### src/rtl/cfgx_pkg.sv
package cfgx_pkg;
  localparam int CFG_W    = 32;
  localparam int LANES    = CFG_W / 8;
  localparam int SLOT_LSB = 11;
  localparam int FUNC_LSB = 8;
  localparam int FUNC_W   = 3;
  localparam int REG_LSB  = 3;
  localparam int SEL_W    = CFG_W - SLOT_LSB;
  localparam int POS_W    = $clog2(CFG_W);

  typedef enum logic [1:0] {
    SZ_B1  = 2'b00,
    SZ_B2  = 2'b01,
    SZ_B4  = 2'b10,
    SZ_RSV = 2'b11
  } xfer_size_e;

  typedef enum logic [1:0] {
    MAP_PASS   = 2'b00,
    MAP_TYPE1  = 2'b01,
    MAP_ONEHOT = 2'b10
  } map_mode_e;

  typedef enum logic [1:0] {
    ST_IDLE = 2'b00,
    ST_BUSY = 2'b01,
    ST_DONE = 2'b10
  } ctl_state_e;

  function automatic xfer_size_e norm_size(input logic [1:0] code);
    xfer_size_e s;
    s = xfer_size_e'(code);
    if (s == SZ_RSV) s = SZ_B4;
    return s;
  endfunction

  function automatic logic [CFG_W-1:0] size_mask(input xfer_size_e s);
    case (s)
      SZ_B1:   return CFG_W'(32'h0000_00FF);
      SZ_B2:   return CFG_W'(32'h0000_FFFF);
      default: return '1;
    endcase
  endfunction

  function automatic logic [1:0] lane_shift(input xfer_size_e s, input logic [1:0] off);
    case (s)
      SZ_B1:   return off;
      SZ_B2:   return {off[1], 1'b0};
      default: return 2'b00;
    endcase
  endfunction

  function automatic logic [LANES-1:0] lane_en(input xfer_size_e s, input logic [1:0] off);
    case (s)
      SZ_B1:   return LANES'(1) << lane_shift(s, off);
      SZ_B2:   return LANES'(3) << lane_shift(s, off);
      default: return '1;
    endcase
  endfunction
endpackage

### src/rtl/cfgx_lowbit_find.sv
module cfgx_lowbit_find #(
  parameter int W    = 21,
  parameter int BASE = 11,
  parameter int PW   = 5
) (
  input  logic [W-1:0]  vec,
  output logic          hit,
  output logic [PW-1:0] pos
);
  logic [W-1:0] below;
  logic [W-1:0] first;

  generate
    for (genvar i = 0; i < W; i++) begin : g_bit
      if (i == 0) begin : g_lo
        assign below[i] = 1'b0;
      end else begin : g_hi
        assign below[i] = |vec[i-1:0];
      end
      assign first[i] = vec[i] & ~below[i];
    end
  endgenerate

  always_comb begin
    pos = '0;
    for (int i = 0; i < W; i++) begin
      if (first[i]) pos = pos | PW'(BASE + i);
    end
  end

  assign hit = |vec;
endmodule

### src/rtl/cfgx_addr_map.sv
module cfgx_addr_map
  import cfgx_pkg::*;
(
  input  logic [CFG_W-1:0] idx,
  input  logic [2:0]       off_lo,
  output logic [CFG_W-1:0] addr
);
  map_mode_e          mode;
  logic               slot_hit;
  logic [POS_W-1:0]   slot_pos;
  logic [CFG_W-1:0]   slot_val;
  logic [CFG_W-1:0]   onehot_addr;
  logic [CFG_W-1:0]   pass_addr;
  logic [CFG_W-1:0]   type1_addr;

  cfgx_lowbit_find #(
    .W    (SEL_W),
    .BASE (SLOT_LSB),
    .PW   (POS_W)
  ) slot_find_i (
    .vec (idx[CFG_W-1:SLOT_LSB]),
    .hit (slot_hit),
    .pos (slot_pos)
  );

  always_comb begin
    if (idx[CFG_W-1])  mode = MAP_PASS;
    else if (idx[0])   mode = MAP_TYPE1;
    else               mode = MAP_ONEHOT;
  end

  always_comb begin
    pass_addr  = idx | CFG_W'(off_lo[1:0]);
    type1_addr = {idx[CFG_W-1:3], off_lo};
    slot_val   = slot_hit ? CFG_W'(slot_pos) : '1;
    onehot_addr = (slot_val << SLOT_LSB)
                | (CFG_W'(idx[FUNC_LSB +: FUNC_W]) << FUNC_LSB)
                | CFG_W'({idx[FUNC_LSB-1:REG_LSB], off_lo});
  end

  always_comb begin
    case (mode)
      MAP_PASS:  addr = pass_addr;
      MAP_TYPE1: addr = type1_addr;
      default:   addr = onehot_addr;
    endcase
  end
endmodule

### src/rtl/cfgx_index_reg.sv
module cfgx_index_reg
  import cfgx_pkg::*;
(
  input  logic             clk,
  input  logic             rst,
  input  logic             we,
  input  logic [LANES-1:0] be,
  input  logic [CFG_W-1:0] wdata,
  output logic [CFG_W-1:0] idx_q
);
  generate
    for (genvar l = 0; l < LANES; l++) begin : g_lane
      logic [7:0] lane_q;
      always_ff @(posedge clk) begin
        if (rst)                lane_q <= 8'h00;
        else if (we && be[l])   lane_q <= wdata[8*l +: 8];
      end
      assign idx_q[8*l +: 8] = lane_q;
    end
  endgenerate
endmodule

### src/rtl/cfgx_access_ctl.sv
module cfgx_access_ctl
  import cfgx_pkg::*;
(
  input  logic             clk,
  input  logic             rst,
  input  logic             host_req,
  input  logic             host_wr,
  input  logic             host_sel,
  input  logic [1:0]       host_off_lo,
  input  logic [1:0]       host_size,
  input  logic [CFG_W-1:0] host_wdata,
  output logic             host_ack,
  output logic [CFG_W-1:0] host_rdata,
  input  logic [CFG_W-1:0] xl_addr,
  input  logic [CFG_W-1:0] idx_q,
  output logic             idx_we,
  output logic [LANES-1:0] idx_be,
  output logic [CFG_W-1:0] idx_wdata,
  output logic             dn_valid,
  output logic             dn_wr,
  output logic [CFG_W-1:0] dn_addr,
  output logic [1:0]       dn_size,
  output logic [CFG_W-1:0] dn_wdata,
  input  logic             dn_ready,
  input  logic [CFG_W-1:0] dn_rdata
);
  ctl_state_e  state;
  xfer_size_e  req_sz;
  xfer_size_e  dn_sz_q;
  logic [4:0]  bit_shift;

  assign req_sz    = norm_size(host_size);
  assign bit_shift = {lane_shift(req_sz, host_off_lo), 3'b000};

  assign idx_we    = (state == ST_IDLE) && host_req && !host_sel && host_wr;
  assign idx_be    = lane_en(req_sz, host_off_lo);
  assign idx_wdata = host_wdata << bit_shift;
  assign dn_size   = dn_sz_q;

  always_ff @(posedge clk) begin
    if (rst) begin
      state      <= ST_IDLE;
      host_ack   <= 1'b0;
      host_rdata <= '0;
      dn_valid   <= 1'b0;
      dn_wr      <= 1'b0;
      dn_addr    <= '0;
      dn_sz_q    <= SZ_B1;
      dn_wdata   <= '0;
    end else begin
      case (state)
        ST_IDLE: begin
          if (host_req) begin
            if (host_sel) begin
              dn_valid <= 1'b1;
              dn_wr    <= host_wr;
              dn_addr  <= xl_addr;
              dn_sz_q  <= req_sz;
              dn_wdata <= host_wdata & size_mask(req_sz);
              state    <= ST_BUSY;
            end else begin
              host_ack   <= 1'b1;
              host_rdata <= host_wr ? '0 : ((idx_q >> bit_shift) & size_mask(req_sz));
              state      <= ST_DONE;
            end
          end
        end
        ST_BUSY: begin
          if (dn_ready) begin
            dn_valid   <= 1'b0;
            host_ack   <= 1'b1;
            host_rdata <= dn_wr ? '0 : (dn_rdata & size_mask(dn_sz_q));
            state      <= ST_DONE;
          end
        end
        ST_DONE: begin
          host_ack <= 1'b0;
          if (!host_req) state <= ST_IDLE;
        end
        default: state <= ST_IDLE;
      endcase
    end
  end


  reset_quiet_chk: assert property (@(posedge clk) rst |=> !dn_valid && !host_ack);

  req_hold_chk: assert property (@(posedge clk) disable iff (rst)
    dn_valid && !dn_ready |=> dn_valid && $stable(dn_addr) && $stable(dn_wr)
                              && $stable(dn_size) && $stable(dn_wdata));

  ack_after_ready_chk: assert property (@(posedge clk) disable iff (rst)
    dn_valid && dn_ready |=> host_ack && !dn_valid);

  ack_pulse_chk: assert property (@(posedge clk) disable iff (rst)
    host_ack |=> !host_ack);
endmodule

### src/rtl/cfg_addr_xlate.sv
module cfg_addr_xlate
  import cfgx_pkg::*;
#(
  parameter int OFF_W = 12
) (
  input  logic             clk,
  input  logic             rst,
  input  logic             host_req,
  input  logic             host_wr,
  input  logic             host_sel,
  input  logic [OFF_W-1:0] host_off,
  input  logic [1:0]       host_size,
  input  logic [31:0]      host_wdata,
  output logic             host_ack,
  output logic [31:0]      host_rdata,
  output logic             dn_valid,
  output logic             dn_wr,
  output logic [31:0]      dn_addr,
  output logic [1:0]       dn_size,
  output logic [31:0]      dn_wdata,
  input  logic             dn_ready,
  input  logic [31:0]      dn_rdata
);
  logic [CFG_W-1:0] idx_q;
  logic [CFG_W-1:0] xl_addr;
  logic             idx_we;
  logic [LANES-1:0] idx_be;
  logic [CFG_W-1:0] idx_wdata;
  logic             unused_off_hi;

  assign unused_off_hi = ^host_off[OFF_W-1:3];

  cfgx_index_reg index_i (
    .clk   (clk),
    .rst   (rst),
    .we    (idx_we),
    .be    (idx_be),
    .wdata (idx_wdata),
    .idx_q (idx_q)
  );

  cfgx_addr_map map_i (
    .idx    (idx_q),
    .off_lo (host_off[2:0]),
    .addr   (xl_addr)
  );

  cfgx_access_ctl ctl_i (
    .clk         (clk),
    .rst         (rst),
    .host_req    (host_req),
    .host_wr     (host_wr),
    .host_sel    (host_sel),
    .host_off_lo (host_off[1:0]),
    .host_size   (host_size),
    .host_wdata  (host_wdata),
    .host_ack    (host_ack),
    .host_rdata  (host_rdata),
    .xl_addr     (xl_addr),
    .idx_q       (idx_q),
    .idx_we      (idx_we),
    .idx_be      (idx_be),
    .idx_wdata   (idx_wdata),
    .dn_valid    (dn_valid),
    .dn_wr       (dn_wr),
    .dn_addr     (dn_addr),
    .dn_size     (dn_size),
    .dn_wdata    (dn_wdata),
    .dn_ready    (dn_ready),
    .dn_rdata    (dn_rdata)
  );


  pass_map_chk: assert property (@(posedge clk) disable iff (rst)
    $rose(dn_valid) && $past(idx_q[31]) |-> dn_addr[31:2] == $past(idx_q[31:2]));

  type1_map_chk: assert property (@(posedge clk) disable iff (rst)
    $rose(dn_valid) && $past(!idx_q[31] && idx_q[0]) |-> dn_addr[31:3] == $past(idx_q[31:3]));

  empty_slot_chk: assert property (@(posedge clk) disable iff (rst)
    $rose(dn_valid) && $past(idx_q[31:11] == '0 && !idx_q[0]) |-> &dn_addr[31:11]);

  onehot_func_chk: assert property (@(posedge clk) disable iff (rst)
    $rose(dn_valid) && $past(!idx_q[31] && !idx_q[0])
      |-> dn_addr[10:3] == $past(idx_q[10:3]));
endmodule

### config.mk
export PLATFORM = sky130hd
export DESIGN_NAME = cfg_addr_xlate
export DESIGN_NICKNAME = d
export VERILOG_FILES = /design/src/rtl/cfgx_pkg.sv /design/src/rtl/cfgx_lowbit_find.sv /design/src/rtl/cfgx_addr_map.sv /design/src/rtl/cfgx_index_reg.sv /design/src/rtl/cfgx_access_ctl.sv /design/src/rtl/cfg_addr_xlate.sv
export SDC_FILE = /design/constraint.sdc
export NUM_CORES = 1
export LEC_CHECK = 0
export BUFFER_PORTS_ARGS = -buffer_cell sky130_fd_sc_hd__buf_2
export CORE_MARGIN = 4
export CORE_UTILIZATION = 30
export DETAILED_ROUTE_END_ITERATION = 8
export SETUP_SLACK_MARGIN = 0.2
export SYNTH_ARGS = -nofsm -noshare
export SYNTH_HDL_FRONTEND = slang
export SYNTH_SLANG_ARGS = --single-unit
### constraint.sdc
create_clock -name clk -period 3.6 [get_ports clk]
set_clock_uncertainty 0.05 [all_clocks]
set_input_delay 0.72 -clock clk [delete_from_list [all_inputs] [get_ports clk]]
set_output_delay 0.72 -clock clk [all_outputs]
set_load 0.05 [all_outputs]
==> results of run 1 <==
==> path summary, 6_finish.rpt <==
kind                                       startpoint                              end  depth (start not counted)
min reg2reg           ctl_i.dn_wdata[19]$_SDFFE_PP0P_  ctl_i.dn_wdata[19]$_SDFFE_PP0P_                          2
max reg2reg  index_i.g_lane[2].lane_q[0]$_SDFFE_PP0P_   ctl_i.dn_addr[31]$_SDFFE_PP0P_                          5
min                   ctl_i.dn_wdata[19]$_SDFFE_PP0P_  ctl_i.dn_wdata[19]$_SDFFE_PP0P_                          2
max          index_i.g_lane[2].lane_q[0]$_SDFFE_PP0P_   ctl_i.dn_addr[31]$_SDFFE_PP0P_                          5
==> layer usage <==
metal  up-vias  part of all wire [%]
met5         -                     0
met3        34                   6.8
met4         0                   1.5
met1      2900                    47
met2       206                    45
li1       2967                     -
==> metrics by stage <==
stage	setup WS (ns)	utilization, %
global route	1.16	38.2
CTS	1.26	38.2
global placement	0.989	35.5
finish	1.28	38.2
floorplan	1.40	-
detailed placement	0.968	35.5
==> state kept, by name (all words and copies together), names as in the netlist <==
signal                 flops
ctl_i.host_rdata          32
ctl_i.host_ack             1
ctl_i.dn_valid             1
ctl_i.state                2
ctl_i.dn_wdata            32
index_i.g_lane.lane_q     32
ctl_i.dn_wr                1
ctl_i.dn_addr             32
ctl_i.dn_size              2
==> logic make-up after synthesis <==
kind of cell / share of synthesized area, %
buf+inv: 5.31
mux: 9.44
compound gates: 21.3
simple gates: 20.9
fa+ha+maj: 0.590
flops: 42.5
==> critical path, stage by stage (launching register included) <==
cell	delay (ns)
dfxtp_1	0.45
or4_1	0.67
nor3_2	0.24
and3_4	0.26
a31oi_4	0.26
a211oi_1	0.30
==> cell type report <==
cell class	instances	area, um2	share of cell area [%]
Clock buffer	24	502	6.26
Clock inverter	7	68.8	0.859
Inverter	7	26.3	0.328
Multi-Input combinational cell	532	3350	41.8
Sequential cell	135	2700	33.7
Tap cell	275	344	4.29
Timing Repair Buffer	191	1020	12.8
==> report_power, final <==
part	internal [mW]	switching (mW)	leakage [nW]
sequential	1.73	0.186	1.10
clock	1.04	0.641	0.278
combinational	0.568	1.41	1.77
total	3.33	2.24	3.14
==> cells in the final DEF, fill, tap and decap left out, drive strengths merged, types with 2 or more instances in the layout <==
cell type,Yosys,layout
nor4b,4,4
ha,3,3
mux4,8,8
dfxtp,135,135
and2,3,3
a311oi,19,19
and3,2,2
o21ai,13,13
nor3,13,13
mux2i,42,42
a21oi,52,52
a211oi,52,52
o21a,2,2
nand3,27,27
a222oi,8,8
o21bai,2,2
nor4,5,5
clkinvlp,0,2
or4,3,3
inv,7,7
nor2,104,104
buf,14,191
clkbuf,63,24
nor2b,5,5
clkinv,0,4
a221oi,3,3
nor3b,2,2
or2,2,2
nand2,103,103
a31oi,3,3
nand3b,2,2
nand2b,14,14
a22oi,26,26
==> results by group, run 1 <==
Setup path
  – Reg2Reg Setup Slack: 1.28 ns
  – Critical Path RT: 3.88 ns
  – CP Max Fanout: 16
  – Worst EP arrival: 2.60 ns
  – CP Capture Type: flop
  – Crit start category: flop
  – Critical path class: flop to flop

Route
  – WL/cell: 18.7 um
  – Initial DRT Pass Iterations: 6
  – # DRC: 0
  – Vias after detailed routing: 6,107
  – Via-per-instance ratio: 5.22
  – Iteration-0 DRC Markers: 553
  – Post-Route WL: 21,900 um
  – Post-route ant nets: 0

Floorplanning
  – Area of the core: 0.0210 mm2
  – Die area: 0.0236 mm2
  – Die Wd: 154 um
  – Num rows: 53
  – I/O pin total: 185
  – Starting Density: 30.4%
  – DIE HEIGHT: 154 um

Place
  – IO Port Bufs: 175
  – Dpl cell area: 0.00744 mm2
  – Post-DP HPWL: 15,500 um
  – Post-Place Cells: 1,140
  – Placer Congestion: 0.827

Global routing
  – Vias in the first global route: 5,855
  – Total track usage: 18.0%
  – Grt ovf: 0
  – Met2 usage in global routing: 27.5%
  – Met1 Resource Use GR: 25.2%
  – GRT met3 Usage: 5.01%
  – Initial antenna violation count: 0
  – Largest net degree at the start of global routing: 86
  – Gr busiest metal: met2
  – First-pass GRT wire length: 33,800 um

CTS
  – Clk_lat worst skew: 0.41 ns
  – Cts-stage hold buffer count: 0
  – Register clock-pin slew on the reported worst setup and hold paths: 0.06 ns
  – Cts bufs inserted: 17
  – Setup bufs post-CTS: 0
  – CTS resizes: 0
  – Clock Root Buffer: clkbuf_16
  – CTS tree: yes
  – Clock Tree Buf Depth: 2
  – Clk sinks: 135
  – CTS HTree Levels: 4

STA
  – Slew @ Worst Pin: 0.804 ns
  – Hold Fails Final Rpt: 0
  – Setup TNS: 0 ns
  – Final setup fails: 0
  – Final period utilization: 64.5%
  – Max frequency: 431 MHz
  – Worst hold slack: 0.394 ns
  – Max Slew Vio Count: 0
  – RSZ-0062 raised after global routing: no
  – Tmin final: 2.32 ns
  – Max-slew headroom: 46.4%

Worst hold path
  – Hold WC Path Type: flop to flop

Power and ir drop
  – Power Density: 695 mW/mm2
  – Max IR drop VDD: 324 uV
  – Power Total: 5.57 mW
  – Leak Pwr: 3.14 nW

Cells and area
  – Area grow syn2layout: 25.9%
  – Antenna diode count: 0
  – Final nets: 971
  – FILL cells: 2,208
  – Layout cell share with drive strength beyond 1: 28.3%
  – Non-Filler Instances: 1,171
  – Finished Cell Area: 0.00801 mm2

Synthesis
  – Most frequent cells after synthesis: dfxtp_1 (135), nor2_1 (104), nand2_1 (103)
  – Synthesized instance count: 751
  – Ys Warns: 0
  – Synth top area cells: dfxtp_1 (42%), mux2i_1 (6.6%), nor2_1 (6.1%)
  – Top-count cell post-synth: dfxtp_1
  – Post-synth cell types: 51
  – Yosys top cell area share: 42.5%
  – Register area share after synthesis: 42.5%
  – FFs w/ async S/R, synth: 0%
  – Post-synthesis register bit count: 135
  – Post-synth EDFFs: 0
  – Syn Std Cell Area: 0.00636 mm2
  – Syn Nets: 838
  – Dominant cell type by area after synthesis: dfxtp_1
  – Syn_area_per_cell: 8.48 um2
  – Ys flop type: dfxtp_1

Run status
  – Run status: finished, final reports clean

Run
  – Max_cap viols: 0
Note: power is estimated with default switching activity, not from simulation.
==> inputs of run 2 (changes only) <==
ABC_AREA = 1   (was default)
clock period = 2.1 ns   (was 3.6 ns; I/O delays follow)
==> run 2 against run 1 <==
Die area grew 3.2%; design area up 6.9%; clock power grew 76%; critical path depth grew 3; fmax up 30%; sequential share of layout area decreased by 2.2 points; sequential power rose by 80%; clock-buffer cell count is 7 lower; setup slack lost 0.97 ns; critical path type unchanged; largest power group unchanged; highest routed layer unchanged.
==> results by group, run 2 <==
Synthesis
  – Synthesized instance count: 946
  – Register area share after synthesis: 41.1%
  – Syn_area_per_cell: 6.95 um2
  – FFs w/ async S/R, synth: 0%
  – Syn Std Cell Area: 0.00658 mm2
  – Most frequent cells after synthesis: nand2_1 (180), dfxtp_1 (135), o21ai_0 (120)
  – Post-synth EDFFs: 0
  – Post-synthesis register bit count: 135
  – Ys flop type: dfxtp_1
  – Ys Warns: 0
  – Dominant cell type by area after synthesis: dfxtp_1
  – Top-count cell post-synth: nand2_1
  – Syn Nets: 1,033
  – Yosys top cell area share: 41.1%
  – Post-synth cell types: 40
  – Synth top area cells: dfxtp_1 (41%), nand2_1 (10%), o21ai_0 (9.1%)

Global routing
  – Vias in the first global route: 6,725
  – Grt ovf: 0
  – Largest net degree at the start of global routing: 100
  – Initial antenna violation count: 0
  – GRT met3 Usage: 4.91%
  – First-pass GRT wire length: 38,200 um
  – Gr busiest metal: met2
  – Met1 Resource Use GR: 27.4%
  – Met2 usage in global routing: 31.5%
  – Total track usage: 19.7%

Floorplanning
  – Num rows: 53
  – Die Wd: 156 um
  – Area of the core: 0.0213 mm2
  – I/O pin total: 185
  – Starting Density: 30.9%
  – Die area: 0.0244 mm2
  – DIE HEIGHT: 156 um

Worst hold path
  – Hold-critical path endpoint: ctl_i.dn_wdata[22]$_SDFFE_PP0P_
  – Hold WC Path Type: input pin to flop
  – Hold_sp: host_wdata[22]
  – Worst hold path cell count: 3

Setup path
  – Reg2Reg Setup Slack: 0.31 ns
  – CP Capture Type: flop
  – Worst path max stage delay: 0.32 ns
  – Critical path class: flop to flop
  – CP Max Fanout: 32
  – CP max-delay cell: dfxtp_1
  – R2R Path End: ctl_i.host_rdata[3]$_SDFFE_PP0P_
  – Cells on worst reg2reg path: 8
  – Critical Path RT: 2.41 ns
  – Worst EP arrival: 2.10 ns
  – Sum of buffers and inverters on the critical path: 4
  – Cell family with most CP delay: buffers and inverters
  – Worst path cell trace: inv_2 > ha_2 > inv_1 > o22ai_2 > nor3_4 > buf_4 > clkbuf_16 > a31oi_1
  – Reg2reg start: ctl_i.state[1]$_SDFFE_PP0P_
  – Crit start category: flop

CTS
  – CTS tree: yes
  – Clock Root Buffer: clkbuf_16
  – Clock Tree Buf Depth: 2
  – Cts bufs inserted: 17
  – Clk_lat worst skew: 0.43 ns
  – Clk sinks: 135
  – CTS HTree Levels: 4
  – Register clock-pin slew on the reported worst setup and hold paths: 0.07 ns
  – Cts-stage hold buffer count: 0

STA
  – Tmin final: 1.79 ns
  – Setup ws final: 0.312 ns
  – Setup TNS: 0 ns
  – Max Slew Vio Count: 0
  – Hold Fails Final Rpt: 0
  – Max frequency: 559 MHz
  – Final period utilization: 85.2%
  – Final setup fails: 0
  – Worst hold slack: 0.193 ns
  – Slew @ Worst Pin: 0.427 ns
  – RSZ-0062 raised after global routing: no
  – Max-slew headroom: 71.2%

Route
  – WL/cell: 17.7 um
  – Iteration-0 DRC Markers: 641
  – Initial DRT Pass Iterations: 5
  – Post-route ant nets: 0
  – # DRC: 0
  – Vias after detailed routing: 7,140
  – Post-Route WL: 25,000 um
  – Via-per-instance ratio: 5.06

Run status
  – Run status: finished, final reports clean

Cells and area
  – Area grow syn2layout: 30.2%
  – Most common cell after layout, fill and taps aside: nand2_1
  – Fin util: 40.2%
  – FF+latch area: 0.00270 mm2
  – Most frequent cells in the layout: nand2_1 (179), buf_2 (175), dfxtp_1 (135)
  – Final nets: 1,210
  – Multi-input logic area: 0.00342 mm2
  – FILL cells: 2,247
  – Non-Filler Instances: 1,412
  – Layout cell share with drive strength beyond 1: 25.4%
  – Finished Cell Area: 0.00857 mm2

Power and ir drop
  – Power Total: 11.5 mW
  – Power Density: 1340 mW/mm2
  – Leak Pwr: 3.84 nW
  – Max IR drop VDD: 592 uV

Place
  – Post-DP HPWL: 18,200 um
  – Post-Place Cells: 1,374
  – Dpl cell area: 0.00789 mm2
  – Pre-CTS setup slack: 0.0592 ns
  – IO Port Bufs: 175
  – Placer Congestion: 0.907

Run
  – Max_cap viols: 0
==> run 2: changes by cell type after synthesis, sizes merged, moves of 14 or more <==
| cell | change |
|---|---|
| nand2b | -14 |
| nand2 | +78 |
| a31oi | +38 |
| nand3 | +46 |
| a22oi | -26 |
| a311oi | -19 |
| clkbuf | -24 |
| o211ai | +20 |
| a211oi | -49 |
| inv | +54 |
| mux2i | -37 |
| o21ai | +115 |
| a21oi | +51 |
==> run 2: tightest hold or removal path: stages <==
cell and delay, ns:
buf_2 0.10, nand2_1 0.06, a21oi_1 0.05
==> run 2: worst max-delay path by stage <==
stage,start,to,slack (ns),depth (start not counted)
global placement,ctl_i.state[0]$_SDFFE_PP0P_,index_i.g_lane[1].lane_q[3]$_SDFFE_PP0P_,0.11,9
detailed placement,ctl_i.state[0]$_SDFFE_PP0P_,index_i.g_lane[0].lane_q[0]$_SDFFE_PP0P_,0.06,9
finish,ctl_i.state[1]$_SDFFE_PP0P_,ctl_i.host_rdata[3]$_SDFFE_PP0P_,0.31,8
CTS,ctl_i.state[0]$_SDFFE_PP0P_,index_i.g_lane[0].lane_q[0]$_SDFFE_PP0P_,0.20,9
floorplan,ctl_i.state[0]$_SDFFE_PP0P_,index_i.g_lane[1].lane_q[7]$_SDFFE_PP0P_,0.39,10
global route,ctl_i.state[1]$_SDFFE_PP0P_,ctl_i.host_rdata[3]$_SDFFE_PP0P_,0.20,8
==> run 2: layout make-up <==
| cell class | count | share of cell area (%) |
|---|---|---|
| clock buffers | 17 | 4.97 |
| repair inverters | 1 | 0.0876 |
| diodes | 1 | 0.0292 |
| flip-flops and latches | 135 | 31.5 |
| well taps | 275 | 4.02 |
| multi-input cells | 686 | 39.9 |
| clock inverters | 15 | 1.68 |
| repair buffers | 220 | 15.0 |
| inverters | 62 | 2.75 |
==> run 2: report_power, final <==
part	internal [mW]	leakage, nW	switching (mW)
clock	1.66	0.279	1.30
sequential	3.15	1.10	0.287
combinational	1.32	2.46	3.76
total	6.12	3.84	5.34
==> run 2: cells by family after synthesis <==
| kind of cell | Yosys count | synth area share [%] |
|---|---|---|
| compound gates | 302 | 25.3 |
| fa+ha+maj | 3 | 0.571 |
| buf+inv | 125 | 7.72 |
| flops | 135 | 41.1 |
| mux | 5 | 0.761 |
| simple gates | 376 | 24.5 |
==> run 2: routing by layer <==
layer  wire length (um)  vias up
met5                  0        -
met4                257        0
met3               1590       20
met2              11400      221
met1              11700     3320
li1                   -     3579
==> run 2: repair_timing <==
action,CTS,global route
pin swaps,1,3
setup endpoints to repair,18,88
resized for setup,0,12
cloned,0,2
setup buffers,2,1
==> inputs of run 3 (changes only) <==
CORE_MARGIN = 3   (was 4)
==> run 3 against run 2 <==
Sequential share of layout area fell by 0.12 points; total power rose by 0.89%; global-route usage rose by 0.12 points.
==> results by group, run 3 (same netlist as run 2, synthesis figures left out) <==
Run status
  – Run status: finished, final reports clean

CTS
  – Clk_lat worst skew: 0.42 ns
  – Cts bufs inserted: 17
  – Cts-stage hold buffer count: 0
  – Clock Tree Buf Depth: 2
  – Clock Root Buffer: clkbuf_16
  – CTS tree: yes
  – CTS HTree Levels: 4
  – Register clock-pin slew on the reported worst setup and hold paths: 0.06 ns
  – Clk sinks: 135

STA
  – Tmin final: 1.77 ns
  – Setup ws final: 0.327 ns
  – Hold Fails Final Rpt: 0
  – Final setup fails: 0
  – Max Slew Vio Count: 0
  – RSZ-0062 raised after global routing: yes
  – Slew @ Worst Pin: 0.482 ns
  – Max frequency: 564 MHz
  – Max-slew headroom: 67.9%
  – Setup TNS: 0 ns
  – Final period utilization: 84.4%

Floorplanning
  – Area of the core: 0.0213 mm2
  – Starting Density: 30.9%
  – Num rows: 53
  – Die Wd: 154 um
  – DIE HEIGHT: 154 um
  – I/O pin total: 185
  – Die area: 0.0237 mm2

Setup path
  – CP max-delay cell: dfxtp_1
  – R2R Path End: ctl_i.host_rdata[1]$_SDFFE_PP0P_
  – Most used cell, CP: inv_1
  – Reg2reg start: ctl_i.state[1]$_SDFFE_PP0P_
  – Cell family with most CP delay: buffers and inverters
  – Worst path max stage delay: 0.31 ns
  – CP Capture Type: flop
  – Cells on worst reg2reg path: 8
  – Sum of buffers and inverters on the critical path: 4
  – Worst path cell trace: inv_1 > ha_2 > inv_1 > o22ai_2 > nor3_4 > buf_4 > clkbuf_16 > a31oi_1
  – Critical path class: flop to flop
  – Crit start category: flop
  – CP Max Fanout: 32
  – Reg2Reg Setup Slack: 0.33 ns
  – Critical Path RT: 2.40 ns
  – Worst EP arrival: 2.07 ns

Route
  – Post-route ant nets: 0
  – Vias after detailed routing: 7,251
  – Post-Route WL: 24,500 um
  – Initial DRT Pass Iterations: 8
  – Via-per-instance ratio: 5.13
  – WL/cell: 17.3 um
  – Iteration-0 DRC Markers: 518
  – # DRC: 0

Global routing
  – Vias in the first global route: 6,650
  – Largest net degree at the start of global routing: 65
  – Initial antenna violation count: 2
  – First-pass GRT wire length: 37,700 um
  – Total track usage: 19.9%
  – Grt ovf: 0

Place
  – Post-Place Cells: 1,377
  – Pre-CTS setup slack: 0.121 ns
  – IO Port Bufs: 175
  – Post-DP HPWL: 18,000 um
  – Placer Congestion: 0.921

Power and ir drop
  – Max IR drop VDD: 645 uV
  – Power Density: 1340 mW/mm2
  – Leak Pwr: 3.87 nW

Cells and area
  – Multi-input logic area: 0.00342 mm2
  – Antenna diode count: 0
  – Most frequent cells in the layout: nand2_1 (179), buf_2 (175), dfxtp_1 (135)
  – Most common cell after layout, fill and taps aside: nand2_1
  – Final nets: 1,212
  – Area grow syn2layout: 30.8%
  – Non-Filler Instances: 1,413
  – FF+latch area: 0.00270 mm2
  – Fin util: 40.4%
  – FILL cells: 2,251
  – Layout cell share with drive strength beyond 1: 25.7%

Run
  – Max_cap viols: 0

Worst hold path
  – Worst hold path cell count: 3
  – Hold-critical path endpoint: ctl_i.dn_wdata[17]$_SDFFE_PP0P_
  – Hold WC Path Type: input pin to flop
  – Hold_sp: host_wdata[17]
-- run 3: worst max-delay path by stage --
stage,from,end,slack [ns],cells past startpoint
floorplan,ctl_i.state[0]$_SDFFE_PP0P_,index_i.g_lane[1].lane_q[7]$_SDFFE_PP0P_,0.39,10
global placement,ctl_i.state[0]$_SDFFE_PP0P_,index_i.g_lane[1].lane_q[4]$_SDFFE_PP0P_,0.15,9
detailed placement,ctl_i.state[1]$_SDFFE_PP0P_,index_i.g_lane[1].lane_q[4]$_SDFFE_PP0P_,0.12,9
CTS,index_i.g_lane[2].lane_q[1]$_SDFFE_PP0P_,ctl_i.dn_addr[19]$_SDFFE_PP0P_,0.20,7
global route,ctl_i.state[1]$_SDFFE_PP0P_,index_i.g_lane[3].lane_q[3]$_SDFFE_PP0P_,0.19,11
finish,ctl_i.state[1]$_SDFFE_PP0P_,ctl_i.host_rdata[1]$_SDFFE_PP0P_,0.33,8
-- run 3: layout make-up --
type / count / area share (%)
inverter: 62 / 2.73
multi-input combinational: 686 / 39.7
clock buffer: 19 / 5.27
timing repair inverter: 1 / 0.0873
sequential: 135 / 31.4
timing repair buffer: 222 / 15.0
clock inverter: 13 / 1.77
tap: 275 / 4.00
-- run 3: metal layers --
metal / vias up / track usage [%] / routed length (um)
li1: 3580 / - / -
met1: 3344 / 27.7 / 10900
met2: 299 / 30.6 / 11100
met3: 24 / 5.38 / 2120
met4: 4 / 4.84 / 279
met5: - / 0 / 14
-- run 3: metrics by stage --
stage	hold slack [ns]	cell area (um2)	total power, mW
after floorplan	0.387	6580	7.01
after global placement	0.388	7900	8.30
after detailed placement	0.399	7900	8.32
after CTS	0.191	8510	11.4
after global routing	0.201	8600	12.2
final	0.211	8600	11.6
-- run 3: worst reg2reg max path, cell delays in order, from the launching register on --
cell and delay [ns]:
dfxtp_1 0.31, inv_1 0.10, ha_2 0.25, inv_1 0.09, o22ai_2 0.26, nor3_4 0.09, buf_4 0.16, clkbuf_16 0.20
a31oi_1 0.19
-- run 3: timing repair --
item | 4_1_cts | 5_1_grt
buffers inserted | 1 | 1
resized for setup | 0 | 15
pin swaps | 0 | 3
setup endpoints to repair | 12 | 102
cloned | 0 | 2
-- run 3: where the power goes --
group | switching (mW) | internal [mW] | total, mW | leakage, nW
Combinational | 3.72 | 1.31 | 5.02 | 2.47
Clock | 1.17 | 1.92 | 3.09 | 0.299
Sequential | 0.300 | 3.15 | 3.45 | 1.10
Total | 5.19 | 6.38 | 11.6 | 3.87
